File: config.mk
export PLATFORM = sky130hd
export DESIGN_NAME = adc_tick_gen
export DESIGN_NICKNAME = d
export VERILOG_FILES = /design/src/rtl/adc_tick_pkg.sv /design/src/rtl/adc_tick_div.sv /design/src/rtl/adc_tick_gen.sv
export SDC_FILE = /design/constraint.sdc
export NUM_CORES = 1
export LEC_CHECK = 0
export ABC_AREA = 0
export BUFFER_PORTS_ARGS = -buffer_cell sky130_fd_sc_hd__buf_2
export CORE_MARGIN = 2
export CORE_UTILIZATION = 28
export CTS_CLUSTER_SIZE = 8
export DETAILED_ROUTE_END_ITERATION = 12
export PLACE_DENSITY = 0.48
export SETUP_SLACK_MARGIN = 0.15
export SYNTH_ARGS = -nofsm -noshare
export SYNTH_HDL_FRONTEND = slang
export SYNTH_SLANG_ARGS = --single-unit
File: constraint.sdc
create_clock -name clk -period 3.8 [get_ports clk]
set_input_delay 0.38 -clock clk [delete_from_list [all_inputs] [get_ports clk]]
set_output_delay 0.38 -clock clk [all_outputs]
set_load 0.005 [all_outputs]
File: src/rtl/adc_tick_pkg.sv
package adc_tick_pkg;

   typedef enum logic {
      LAYOUT_WIDE   = 1'b0,
      LAYOUT_NARROW = 1'b1
   } layout_e;

   function automatic int main_width(layout_e l);
      return (l == LAYOUT_WIDE) ? 8 : 6;
   endfunction

   function automatic int settle_lsb(layout_e l);
      return (l == LAYOUT_WIDE) ? 8 : 16;
   endfunction

   function automatic int settle_width(layout_e l);
      return (l == LAYOUT_WIDE) ? 8 : 16;
   endfunction

   function automatic bit has_wait(layout_e l);
      return (l == LAYOUT_WIDE);
   endfunction

   localparam int WAIT_LSB = 16;
   localparam int WAIT_W   = 16;

endpackage

File: src/rtl/adc_tick_div.sv
module adc_tick_div #(
   parameter int W = 8
) (
   input  logic         clk,
   input  logic         rst_n,
   input  logic         restart,
   input  logic         in_tick,
   input  logic [W-1:0] ratio_m1,
   output logic         out_tick
);

   logic [W-1:0] cnt_q;
   logic         at_end;

   initial begin
      assert (W >= 1 && W <= 24)
         else $error("adc_tick_div: W out of range");
   end

   assign at_end   = (cnt_q == ratio_m1);
   assign out_tick = in_tick & at_end;

   always_ff @(posedge clk or negedge rst_n) begin
      if (!rst_n) begin
         cnt_q <= '0;
      end else if (restart) begin
         cnt_q <= '0;
      end else if (in_tick) begin
         cnt_q <= at_end ? '0 : cnt_q + 1'b1;
      end
   end

   // the counter never runs past the programmed ratio
   a_r2_cnt_bound: assert property (@(posedge clk) disable iff (!rst_n)
      cnt_q <= ratio_m1);

   // without an input tick the phase is frozen
   a_r2_hold: assert property (@(posedge clk) disable iff (!rst_n)
      (!in_tick && !restart) |=> $stable(cnt_q));

   // a write restarts the phase
   a_r6_reload: assert property (@(posedge clk) disable iff (!rst_n)
      restart |=> (cnt_q == '0));

endmodule

File: src/rtl/adc_tick_gen.sv
module adc_tick_gen
   import adc_tick_pkg::*;
#(
   parameter layout_e LAYOUT = LAYOUT_WIDE,
   parameter int      REG_W  = 32
) (
   input  logic             clk,
   input  logic             rst_n,
   input  logic             cfg_wr,
   input  logic [REG_W-1:0] cfg_data,
   output logic             tick_main,
   output logic             tick_10us,
   output logic             tick_1ms
);

   localparam int  MAIN_W = main_width(LAYOUT);
   localparam int  SET_LSB = settle_lsb(LAYOUT);
   localparam int  SET_W  = settle_width(LAYOUT);
   localparam bit  HAS_WT = has_wait(LAYOUT);

   initial begin
      assert (SET_LSB + SET_W <= REG_W)
         else $error("adc_tick_gen: settle field exceeds register");
      assert (!HAS_WT || (WAIT_LSB + WAIT_W <= REG_W))
         else $error("adc_tick_gen: wait field exceeds register");
      assert (MAIN_W <= SET_LSB)
         else $error("adc_tick_gen: main and settle fields overlap");
   end

   logic [REG_W-1:0] cfg_q;
   logic             live_q;
   logic             unused_cfg;

   always_ff @(posedge clk or negedge rst_n) begin
      if (!rst_n) begin
         cfg_q  <= '0;
         live_q <= 1'b0;
      end else begin
         live_q <= 1'b1;
         if (cfg_wr) cfg_q <= cfg_data;
      end
   end

   assign unused_cfg = ^cfg_q;

   adc_tick_div #(.W(MAIN_W)) u_main (
      .clk      (clk),
      .rst_n    (rst_n),
      .restart  (cfg_wr),
      .in_tick  (live_q),
      .ratio_m1 (cfg_q[MAIN_W-1:0]),
      .out_tick (tick_main)
   );

   adc_tick_div #(.W(SET_W)) u_settle (
      .clk      (clk),
      .rst_n    (rst_n),
      .restart  (cfg_wr),
      .in_tick  (tick_main),
      .ratio_m1 (cfg_q[SET_LSB +: SET_W]),
      .out_tick (tick_10us)
   );

   generate
      if (HAS_WT) begin : g_wait
         adc_tick_div #(.W(WAIT_W)) u_wait (
            .clk      (clk),
            .rst_n    (rst_n),
            .restart  (cfg_wr),
            .in_tick  (tick_10us),
            .ratio_m1 (cfg_q[WAIT_LSB +: WAIT_W]),
            .out_tick (tick_1ms)
         );
      end else begin : g_no_wait
         assign tick_1ms = 1'b0;
      end
   endgenerate

   // nothing pulses before the first edge after reset
   a_r1_quiet: assert property (@(posedge clk) disable iff (!rst_n)
      !live_q |-> !tick_main);

   // settle tick only alongside a main tick
   a_r4_coincide: assert property (@(posedge clk) disable iff (!rst_n)
      tick_10us |-> tick_main);

   // wait tick only alongside a settle tick
   a_r5_coincide: assert property (@(posedge clk) disable iff (!rst_n)
      tick_1ms |-> tick_10us);

endmodule

# Word-level counts from Yosys, hierarchy flattened
# Cells that the tools add are included.
[classes]
add_sub_neg = 3
mul = 0
div_mod_pow = 0
n_lt_le_gt_ge = 0
n_eq_ne = 3
shifts = 0
n_mux = 9
bitwise_logic = 3
n_reduce_logical = 3
[op_table]
columns = ["cell", "count"]
rows = [
  ["$mux 16", 3],
  ["$mux 8", 6],
  ["$add 16x1->16 const B", 1],
  ["$add 8x1->8 const B", 2],
  ["$eq 16x16->1", 1],
  ["$eq 8x8->1", 2],
  ["$reduce_bool 2->1", 3],
  ["$and 1x1->1", 3],
]
[totals]
regBits = 65
latchBits = 0
ramBits = 0
rom_bits = 0
inputBits = 35
output_inout_bits = 3
word_cells = 26
n_memories = 0

# Logic depth before layout (Yosys ltp)
# Gate-level depths: netlist of run 1.
[depth]
ltp_word = 5
mapped_depth = 7
depth_no_buf = 6

# Modules after synthesis
# A second synthesis of run 1 with hierarchy kept.
[unflattened]
cells_unflattened = 290
hier_area_um2 = 3484.6
[by_module_without_submodules]
columns = ["mod", "instances", "cells_per_inst", "area_per_inst_um2", "seq_area_each_um2"]
rows = [
  ["adc_tick_gen", 1, 70, 1373.8, 825.8],
  ["adc_tick_div at u_main ...", 2, 58, 530.5, 200.2],
  ["adc_tick_div at g_wait.u_wait", 1, 104, 1049.8, 400.4],
]

# Least setup slack after synthesis of run 1
# No wires, ideal clock.
[synth_path]
path_type = "register -> output"
from = "register u_main.cnt_q[3]"
to = "output port tick_1ms"
arrival_ps = 1709
required_ps = 3420
setup_slack_ps = 1711
path_stages_with_launch = 7
path_buffers = 1
path_cell_list = "dfrtp_1 > xor2_1 > nor4_2 > nand3_1 > buf_2 > nor2_1 > and2_1"
[synth_via]
elab_chain_len = 4
[synth_rtl]
columns = ["element", "line", "source"]
rows = [
  ["from (decl)", "adc_tick_div.sv:12", "logic [W-1:0] cnt_q;"],
  ["from (signal assigned)", "adc_tick_div.sv:29", "cnt_q <= at_end ? '0 : cnt_q + 1'b1;"],
  ["$eq 8x8->1", "adc_tick_div.sv:20", "assign at_end = (cnt_q == ratio_m1);"],
  ["$and 1x1->1 (2 in series)", "adc_tick_div.sv:21", "assign out_tick = in_tick & at_end;"],
  ["named net tick_10us", "adc_tick_gen.sv:12", "output logic tick_10us,"],
  ["$and 1x1->1", "adc_tick_div.sv:21", ""],
  ["to (decl)", "adc_tick_gen.sv:13", "output logic tick_1ms"],
]
# The timed path passes the listed nets, and every way through them passes these cells.

# Worst setup path in the final report of run 1
[layout_path]
from = "register u_main.cnt_q[3]"
to = "output port tick_1ms"
[layout_via]
elab_chain_len = 4
[layout_rtl]
columns = ["element", "line"]
rows = [
  ["$eq 8x8->1", "adc_tick_div.sv:20"],
  ["$and 1x1->1 (3 in series)", "adc_tick_div.sv:21"],
]
# No other way between the ends.

==> out/metrics.csv, run 1 <==
stage,metric,value,unit
power,combPwrFrac,13.3,%
finish,register_area,0.00163,mm²
timing,timing.final.setup_violations,0,
global_routing,antenna_violations_before_repair,0,
placement,dp.final_hpwl,5.05,mm
global_routing,grt_remaining_overflow,0,
timing,report.final.slew_viol_count,0,
synth,ys_types,44,
power,share_clk_of_total_power,44.5,%
setup_path,critical-path-slowest-cell,sky130_fd_sc_hd__nand3_1,
timing,min_period_over_period,78.5,%
synth,asyncSetResetFlopFracSynth,100,%
setup_path,worst-endpoint-arrival,2.60,ns
floorplan,coreArea,0.0119,mm²
synth,ys.warnings.count,0,
timing,worst_slew_pin_slew,0.770,ns
routing,drt_iter0_drc,79,
clock_tree,clk_root_buffer_cell,sky130_fd_sc_hd__clkbuf_16,
setup_path,worst-setup-path-type,register to primary output,
finish,area_growth,19.5,%
routing,vias,2452,
synth,synth_ff_type,sky130_fd_sc_hd__dfrtp_1,
timing,max_clock_freq,335,MHz
floorplan,row_count,40,
finish,layout.nets,388,
setup_path,rr_worst_depth,5,
power,intPower,0.00148,W
global_routing,global_route_wire_length_before_repair,12.4,mm
finish,area_of_the_multi_input_gates,0.00169,mm²
setup_path,cp_top_family,simple AND/OR/NAND/NOR gates,
setup_path,startpoint_type,register,
floorplan,floorplan.die.width,114,µm
synth,synth_nets,349,
status,outcome,"finished, final reports clean",
routing,drt_pass1_iterations,4,
finish,number_of_fill_cells,1235,
global_routing,grt_pass1_vias,2488,
power,powerDensity,494,mW/mm²
global_routing,largest_net_degree_at_the_start_of_global_routing,37,
finish,number_of_non_filler_instances_in_the_completed_layout,502,
placement,port_buffers,37,
setup_path,max_stage_delay,0.62,ns
floorplan,ioPinCount,38,
timing,rsz_0062_raised_after_global_routing,no,
synth,ys_seq_elements,65,
clock_tree,hold_buffers,0,
setup_path,worst-path-max-fanout,18,
setup_path,cp-startpoint,u_main.cnt_q[3],
setup_path,end_kind,primary output,
synth,synth.cell_area,0.00340,mm²
synth,post_synth.cell_area_avg,10.9,µm²
global_routing,overall_global_routing_resource_usage,12.2,%
synth,syn_inst,311,
timing,layout_min_cycle_time,2.98,ns
clock_tree,cts_setup_buffers,0,
setup_path,required,3.42,ns
clock_tree,cts_max_path_buffers,2,
synth,synth_enable_flop_cells,0,
timing,finalClockSkew,0.00609,ns
timing,timing.setup.tns,0,ns
power,seq_power_share,42.2,%
finish,final_layout_size_suffix_gt1_share,27.3,%
placement,finalWeightedCongestion,0.774,
finish,n_antenna_cell,0,
clock_tree,ctsHtreeMaxLevel,3,
clock_tree,cts_num_sinks,65,
setup_path,timing.critical_path.buf_inv,1,
power,power.switching_fraction,26.2,%
flow_run,max_cap_viol_count,0,
placement,dpl.cell_count,486,
clock_tree,clkLatencyLatePin,0.33,ns
routing,number_of_remaining_drc_errors,0,
routing,drt_wl_total,7.27,mm
clock_tree,worst_setup_hold_path_clk_slew,0.06,ns
setup_path,regToRegEndpoint,u_settle.cnt_q[5],
floorplan,dieArea,0.0130,mm²
routing,vias_per_cell,4.88,
clock_tree,post_cts_resized,0,
timing,report.final.hold_viol_count,0,
routing,postRouteAntennaNets,0,
power,power.switching,0.000526,W
min_path,kind_of_path_behind_the_tightest_hold_check,input port to asynchronous set/reset pin,
timing,max-slew-margin-rel,48.0,%
setup_path,cp_cell_sequence,"xor2_1, nor4_2, nand3_1, nor2_1, and2_1, buf_2",
synth,ys_seq_area_share,47.9,%
power,power_leakage,1.73,nW
clock_tree,cts_tree,done,
floorplan,initial_core_util,28.5,%
routing,wire_per_inst,14.5,µm
power,max-vdd-ir-drop,0.235,mV
clock_tree,tritoncts.num_buffers,9,
setup_path,r2r_setup_slack,1.34,ns
setup_path,regToRegStartpoint,u_main.cnt_q[3],
floorplan,floorplan.die.height,114,µm
## metrics by stage
step / total power [W] / utilization [%] / instance area, µm² / hold slack [ns] / setup WS [ns]
final: 0.00201 / 34.1 / 4060 / 0.0988 / 0.818
after global routing: 0.00211 / 34.1 / 4060 / 0.174 / 0.544
after CTS: 0.00204 / 34.1 / 4060 / 0.128 / 0.743
after detailed placement: 0.00113 / 31.4 / 3740 / 0.479 / 1.12
after global placement: 0.00113 / 31.4 / 3740 / 0.487 / 1.18
after floorplan: 0.00104 / - / 3400 / 0.0844 / 1.71
## cell families (layout without fill, tap and decap cells)
group	Yosys count	after routing	synth area share (%)
compound gates	57	57	11.9
xor+xnor	40	40	10.3
fa+ha+maj	3	3	1.11
buf+inv	19	63	2.43
flops	65	65	47.9
mux	33	33	10.9
other cells	1	1	0.110
simple gates	93	93	15.4
## power by group through the flow
stage | logic [W] | registers (W) | clock network [W]
final | 0.000266 | 0.000848 | 0.000893
after global placement | 0.000268 | 0.000859 | 0
after global routing | 0.000304 | 0.000862 | 0.000943
after CTS | 0.000273 | 0.000849 | 0.000914
after floorplan | 0.000209 | 0.000834 | 0
after detailed placement | 0.000271 | 0.000862 | 0
## layer usage
layer,routed length [µm],track usage [%],up-vias
met4,120,4.55,0
met1,3350,15.4,1191
li1,-,-,1199
met5,0,0,-
met2,3430,19.8,53
met3,362,3.49,9
## registers in the layout, summed over array words and instances, names as in the netlist
signal               count
u_settle.cnt_q           8
live_q                   1
u_main.cnt_q             8
g_wait.u_wait.cnt_q     16
cfg_q                   32
## synth_stat cells (2+ instances only)
| cell type | instances | area, µm² |
|---|---|---|
| sky130_fd_sc_hd__clkbuf_1 | 8 | 30.0 |
| sky130_fd_sc_hd__ha_1 | 3 | 37.5 |
| sky130_fd_sc_hd__o2111ai_1 | 2 | 17.5 |
| sky130_fd_sc_hd__and2_1 | 2 | 12.5 |
| sky130_fd_sc_hd__nand3_1 | 11 | 55.1 |
| sky130_fd_sc_hd__or2_1 | 6 | 37.5 |
| sky130_fd_sc_hd__o21ai_0 | 4 | 20.0 |
| sky130_fd_sc_hd__o31ai_1 | 13 | 97.6 |
| sky130_fd_sc_hd__nand4_1 | 3 | 18.8 |
| sky130_fd_sc_hd__buf_1 | 2 | 7.51 |
| sky130_fd_sc_hd__nand2_1 | 21 | 78.8 |
| sky130_fd_sc_hd__nor4_2 | 3 | 37.5 |
| sky130_fd_sc_hd__and3_1 | 7 | 43.8 |
| sky130_fd_sc_hd__nor2_1 | 13 | 48.8 |
| sky130_fd_sc_hd__or3_1 | 4 | 25.0 |
| sky130_fd_sc_hd__or4_1 | 2 | 15.0 |
| sky130_fd_sc_hd__or2_2 | 2 | 12.5 |
| sky130_fd_sc_hd__nand2b_1 | 10 | 62.6 |
| sky130_fd_sc_hd__dfrtp_1 | 65 | 1630 |
| sky130_fd_sc_hd__a32o_1 | 2 | 20.0 |
| sky130_fd_sc_hd__a22o_1 | 12 | 105 |
| sky130_fd_sc_hd__nor4_1 | 5 | 31.3 |
| sky130_fd_sc_hd__xnor2_1 | 5 | 43.8 |
| sky130_fd_sc_hd__mux2_2 | 33 | 372 |
| sky130_fd_sc_hd__buf_2 | 3 | 15.0 |
| sky130_fd_sc_hd__inv_1 | 4 | 15.0 |
| sky130_fd_sc_hd__a211oi_1 | 2 | 15.0 |
| sky130_fd_sc_hd__o21ai_1 | 10 | 50.1 |
| sky130_fd_sc_hd__xor2_1 | 35 | 307 |
| sky130_fd_sc_hd__a21oi_1 | 5 | 25.0 |
## placed cells by master (no fill, tap or decap), drive strengths merged, types with 11 or more instances in the layout
cell and count:
mux2 33, a22o 12, xor2 35, buf 42
nand2 21, o31ai 13, nor2 13, dfrtp 65
o21ai 14, nand3 11
## worst max path at each step
stage / to / cells past startpoint
floorplan: tick_1ms / 6
global placement: tick_1ms / 6
detailed placement: tick_1ms / 6
CTS: tick_1ms / 6
global route: tick_1ms / 6
finish: tick_1ms / 6
## layout make-up
| class | count | share of cell area, % |
|---|---|---|
| Clock buffer | 10 | 5.64 |
| Timing Repair Buffer | 42 | 5.49 |
| Multi-Input combinational cell | 227 | 41.6 |
| Clock inverter | 6 | 2.25 |
| Tap cell | 147 | 4.53 |
| Sequential cell | 65 | 40.1 |
| Inverter | 5 | 0.462 |
Power figures use the tool's default switching activity.
==> run 2, diff against run 1 <==
- clock period: 3.8 -> 3 ns (I/O delays scaled with it)
==> out/metrics.csv, run 2 (same netlist as run 1, synthesis figures left out) <==
stage,metric,value,unit
global_routing,antenna_violations_before_repair,0,
routing,vias,2475,
clock_tree,cts_max_path_buffers,2,
placement,dp.final_hpwl,5.12,mm
timing,report.final.hold_viol_count,0,
floorplan,initial_core_util,28.5,%
floorplan,ioPinCount,38,
setup_path,critical-path-slowest-cell,sky130_fd_sc_hd__nor4_2,
timing,layout_min_cycle_time,2.47,ns
finish,largest_register,cfg_q,
setup_path,cp_top_family,simple AND/OR/NAND/NOR gates,
clock_tree,clkLatencyLatePin,0.33,ns
routing,drt_iter0_drc,81,
global_routing,global_route_wire_length_before_repair,12.2,mm
clock_tree,tritoncts.num_buffers,9,
power,seq_power_share,42.5,%
setup_path,end_kind,primary output,
global_routing,overall_global_routing_resource_usage,12.0,%
timing,rsz_0062_raised_after_global_routing,no,
power,power.switching,0.000659,W
floorplan,row_count,40,
status,outcome,"finished, final reports clean",
finish,number_of_fill_cells,1213,
setup_path,timing.critical_path.buf_inv,1,
global_routing,grt_pass1_vias,2486,
placement,finalWeightedCongestion,0.808,
timing,min_period_over_period,82.4,%
finish,postLayoutCellArea,0.00410,mm²
timing,report.final.slew_viol_count,0,
clock_tree,cts_num_sinks,65,
routing,vias_per_cell,4.90,
finish,final_cell_utilization_of_the_core,34.4,%
finish,layout_common_cells,"sky130_fd_sc_hd__dfrtp_1, sky130_fd_sc_hd__buf_2, sky130_fd_sc_hd__xor2_1",
power,max-vdd-ir-drop,0.415,mV
global_routing,gr-usage-met2,19.5,%
setup_path,worst-setup-path-type,register to primary output,
power,intPower,0.00188,W
finish,area_growth,20.6,%
setup_path,cp_cell_sequence,"xor2_1, nor4_2, nand3_1, nor2_1, and2_1, buf_2",
routing,drt_pass1_iterations,4,
finish,layout_commonest_cell,sky130_fd_sc_hd__dfrtp_1,
setup_path,worst-endpoint-arrival,2.17,ns
min_path,kind_of_path_behind_the_tightest_hold_check,input port to register,
timing,timing.final.setup_violations,0,
timing,finalClockSkew,0.0107,ns
finish,number_of_non_filler_instances_in_the_completed_layout,505,
global_routing,largest_net_degree_at_the_start_of_global_routing,61,
clock_tree,worst_setup_hold_path_clk_slew,0.06,ns
global_routing,gr-usage-met1,15.0,%
routing,number_of_remaining_drc_errors,0,
finish,max_reg_flops,32,
timing,max_clock_freq,405,MHz
power,combPwrFrac,13.4,%
clock_tree,ctsHtreeMaxLevel,3,
placement,dpl.cell_count,488,
routing,wire_per_inst,14.6,µm
finish,final_layout_size_suffix_gt1_share,27.7,%
clock_tree,cts_setup_buffers,0,
clock_tree,post_cts_resized,0,
floorplan,floorplan.die.width,114,µm
finish,largest_regs,"cfg_q (32), g_wait.u_wait.cnt_q (16)",
routing,drt_wl_total,7.39,mm
floorplan,dieArea,0.0130,mm²
timing,worst_slew_pin_slew,0.562,ns
flow_run,max_cap_viol_count,0,
setup_path,required,2.70,ns
global_routing,grt_busiest_layer,met2,
placement,post_detailed_placement_cell_area,0.00377,mm²
global_routing,groute.layer.met3.usage,3.49,%
setup_path,r2r_setup_slack,0.72,ns
power,power.switching_fraction,26.0,%
power,power_leakage,1.76,nW
timing,max-slew-margin-rel,62.6,%
floorplan,floorplan.die.height,114,µm
setup_path,worst-path-max-fanout,8,
placement,port_buffers,37,
global_routing,grt_remaining_overflow,0,
finish,layout.nets,391,
timing,timing.setup.tns,0,ns
routing,postRouteAntennaNets,0,
setup_path,startpoint_type,register,
setup_path,max_stage_delay,0.44,ns
floorplan,coreArea,0.0119,mm²
clock_tree,clk_root_buffer_cell,sky130_fd_sc_hd__clkbuf_16,
clock_tree,cts_tree,done,
power,share_clk_of_total_power,44.1,%
finish,n_antenna_cell,0,
power,powerDensity,620,mW/mm²
-- run 2: power by group through the flow --
stage                     clock, W  sequential (W)  combinational [W]
after global placement           0         0.00109           0.000340
after CTS                  0.00116         0.00108           0.000347
after floorplan                  0         0.00106           0.000265
after global routing       0.00119         0.00110           0.000384
final                      0.00112         0.00108           0.000339
after detailed placement         0         0.00109           0.000344
-- run 2: area by class of cell --
| type | count | area, µm² | share of cell area [%] |
|---|---|---|---|
| Multi-Input combinational cell | 227 | 1690 | 41.2 |
| Sequential cell | 65 | 1630 | 39.7 |
| Timing Repair Buffer | 45 | 260 | 6.35 |
| Clock buffer | 10 | 229 | 5.59 |
| Tap cell | 147 | 184 | 4.49 |
| Clock inverter | 6 | 90.1 | 2.20 |
| Inverter | 5 | 18.8 | 0.458 |
-- run 2: final timing paths --
path / startpoint / cells past startpoint / endpoint
setup / recovery: u_main.cnt_q[3] / 6 / tick_1ms
hold / removal: cfg_data[5] / 2 / cfg_q[5]
setup reg to reg: u_main.cnt_q[3] / 6 / g_wait.u_wait.cnt_q[0]
hold reg to reg: cfg_q[13] / 1 / cfg_q[13]
max in group asynchronous: rst_n / 3 / cfg_q[15]
min in group asynchronous: rst_n / 2 / cfg_q[30]
-- run 2: through the flow --
step | hold WS [ns] | total power [W] | setup WS [ns]
6_report | 0.196 | 0.00254 | 0.528
5_1_grt | 0.188 | 0.00268 | 0.246
4_1_cts | 0.185 | 0.00258 | 0.465
3_5_place_dp | 0.147 | 0.00144 | 0.735
3_3_place_gp | 0.150 | 0.00143 | 0.765
2_1_floorplan | 0.00441 | 0.00132 | 0.991
-- run 2: repair_timing --
item,4_1_cts,5_1_grt
hold buffers,1,0
endpoints found under the setup margin,0,0
hold endpoints to repair,5,0
-- run 2: metal layers --
layer / wire [µm] / vias to the layer above
li1: - / 1205
met1: 3460 / 1215
met2: 3500 / 44
met3: 267 / 11
met4: 153 / 0
met5: 0 / -
==> run 3, diff against run 2 <==
- PLACE_DENSITY: 0.48 -> 0.5
- clock period: 3 -> 2.05 ns (I/O delays scaled with it)
==> out/metrics.csv, run 3 (same netlist as run 1, synthesis figures left out) <==
stage,metric,value,unit
status,outcome,"finished, final reports clean",
finish,largest_regs,"cfg_q (32), g_wait.u_wait.cnt_q (16)",
timing,rsz_0062_raised_after_global_routing,yes,
clock_tree,worst_setup_hold_path_clk_slew,0.06,ns
finish,largest_register,cfg_q,
setup_path,required,1.85,ns
routing,number_of_remaining_drc_errors,0,
flow_run,max_cap_viol_count,0,
timing,layout_min_cycle_time,2.04,ns
timing,min_period_over_period,99.4,%
power,power_leakage,1.99,nW
timing,report.final.hold_viol_count,0,
global_routing,antenna_violations_before_repair,0,
setup_path,max_stage_delay,0.41,ns
routing,drt_iter0_drc,137,
global_routing,grt_pass1_vias,2634,
finish,layout_common_cells,"sky130_fd_sc_hd__dfrtp_1, sky130_fd_sc_hd__buf_4, sky130_fd_sc_hd__buf_2",
finish,area_growth,35.0,%
min_path,kind_of_path_behind_the_tightest_hold_check,input port to register,
floorplan,row_count,40,
setup_path,worst-endpoint-arrival,1.83,ns
finish,final_cell_utilization_of_the_core,38.5,%
min_path,worstHoldStart,cfg_data[2],
floorplan,coreArea,0.0119,mm²
setup_path,critical-path-slowest-cell,sky130_fd_sc_hd__dfrtp_1,
floorplan,initial_core_util,28.5,%
finish,n_antenna_cell,0,
routing,vias,2632,
floorplan,floorplan.die.height,114,µm
floorplan,dieArea,0.0130,mm²
finish,max_reg_flops,32,
timing,hold_ws,0.0963,ns
routing,drt_wl_total,7.96,mm
clock_tree,clk_root_buffer_cell,sky130_fd_sc_hd__clkbuf_16,
finish,final_layout_size_suffix_gt1_share,40.7,%
placement,post_detailed_placement_cell_area,0.00392,mm²
setup_path,r2r_setup_slack,0.02,ns
timing,max_clock_freq,491,MHz
timing,timing.final.setup_violations,0,
routing,vias_per_cell,4.83,
floorplan,ioPinCount,38,
placement,dp.final_hpwl,5.26,mm
global_routing,overall_global_routing_resource_usage,12.7,%
setup_path,rr_worst_depth,7,
setup_path,regToRegEndpoint,g_wait.u_wait.cnt_q[9],
setup_path,regToRegStartpoint,cfg_q[3],
setup_path,worst-path-max-fanout,3,
placement,finalWeightedCongestion,0.798,
global_routing,groute.layer.met3.usage,3.97,%
power,powerDensity,880,mW/mm²
clock_tree,cts_num_sinks,65,
setup_path,cp_cell_sequence,"xor2_1, nor4_2, and4_4, and2_1, buf_2",
routing,wire_per_inst,14.6,µm
finish,postLayoutCellArea,0.00458,mm²
timing,report.final.slew_viol_count,0,
setup_path,worst-setup-path-type,register to primary output,
clock_tree,ctsHtreeMaxLevel,3,
routing,postRouteAntennaNets,0,
power,fin_total_pwr,0.00403,W
global_routing,grt_busiest_layer,met2,
global_routing,gr-usage-met1,15.6,%
placement,port_buffers,37,
finish,layout.nets,431,
clock_tree,tritoncts.num_buffers,9,
floorplan,floorplan.die.width,114,µm
global_routing,global_route_wire_length_before_repair,12.9,mm
routing,drt_pass1_iterations,4,
finish,layout_commonest_cell,sky130_fd_sc_hd__dfrtp_1,
clock_tree,cts_max_path_buffers,2,
setup_path,startpoint_type,register,
clock_tree,clkLatencyLatePin,0.34,ns
clock_tree,cts_tree,done,
setup_path,crit_path_to,tick_1ms,
power,max-vdd-ir-drop,0.401,mV
global_routing,grt_remaining_overflow,0,
setup_path,cp-startpoint,g_wait.u_wait.cnt_q[6],
global_routing,gr-usage-met2,21.0,%
timing,finalClockSkew,0.00963,ns
global_routing,largest_net_degree_at_the_start_of_global_routing,66,
setup_path,end_kind,primary output,
## run 3: cell count changes in the layout (fill, tap and decap cells not counted), moves of 2 or more
cell,previous run,this run
sky130_fd_sc_hd__buf_4,6,42
sky130_fd_sc_hd__o31ai_1,13,4
sky130_fd_sc_hd__o31ai_2,0,7
sky130_fd_sc_hd__nor4_1,5,0
sky130_fd_sc_hd__buf_6,0,3
sky130_fd_sc_hd__dfrtp_1,65,62
sky130_fd_sc_hd__dfrtp_2,0,3
sky130_fd_sc_hd__nor4_2,3,6
sky130_fd_sc_hd__a21oi_1,5,3
sky130_fd_sc_hd__a21oi_2,0,2
sky130_fd_sc_hd__nor4_4,1,3
sky130_fd_sc_hd__o31ai_4,0,2
## run 3: power by group
group          total [W]  internal [W]  switching (W)
Combinational   0.000686      0.000362       0.000324
Clock            0.00179       0.00123       0.000568
Sequential       0.00155       0.00142       0.000132
Total            0.00403       0.00301        0.00102
## run 3: worst min-delay path by stage
stage,endpoint,slack [ns],depth (start not counted)
after global placement,cfg_q[28],0.26,2
after global routing,cfg_q[6],0.09,2
after floorplan,cfg_q[0],-0.09,0
after CTS,cfg_q[6],0.09,2
final,cfg_q[2],0.1,2
after detailed placement,cfg_q[30],0.26,2
## run 3: critical path, delay by kind of cell (launching register included)
kind                      cells  cell delay [ns]
xor gates and xnor gates      1             0.18
buffers and inverters         1             0.10
DFF                           1             0.41
and+or+nand+nor               3             0.81
## run 3: per-stage QoR
stage,setup TNS [ns],setup WS (ns),cells
after floorplan,0,0.124,311
after global placement,0,0.0931,508
after detailed placement,0,0.0330,508
after CTS,-0.0125,-0.0125,542
after global routing,-0.461,-0.0806,545
final,0,0.0125,545
## run 3: repair_timing
action / CTS / global route
resized for setup: 8 / 27
hold buffers: 1 / 0
setup buffers: 17 / 2
hold endpoints to repair: 65 / 0
pin swaps: 13 / 8
cloned: 0 / 1
endpoints found under the setup margin: 18 / 29
## run 3: cell type report
class	count	area [µm²]
clock inverters	4	98.8
repair buffers	85	579
flip-flops and latches	65	1630
well taps	147	184
multi-input cells	227	1830
inverters	5	18.8
clock buffers	12	246
fillers	1182	7330
## run 3: layer usage
metal / routed length [µm] / vias up
li1: - / 1285
met4: 116 / 0
met5: 0 / -
met3: 301 / 12
met1: 3490 / 1288
met2: 4050 / 47
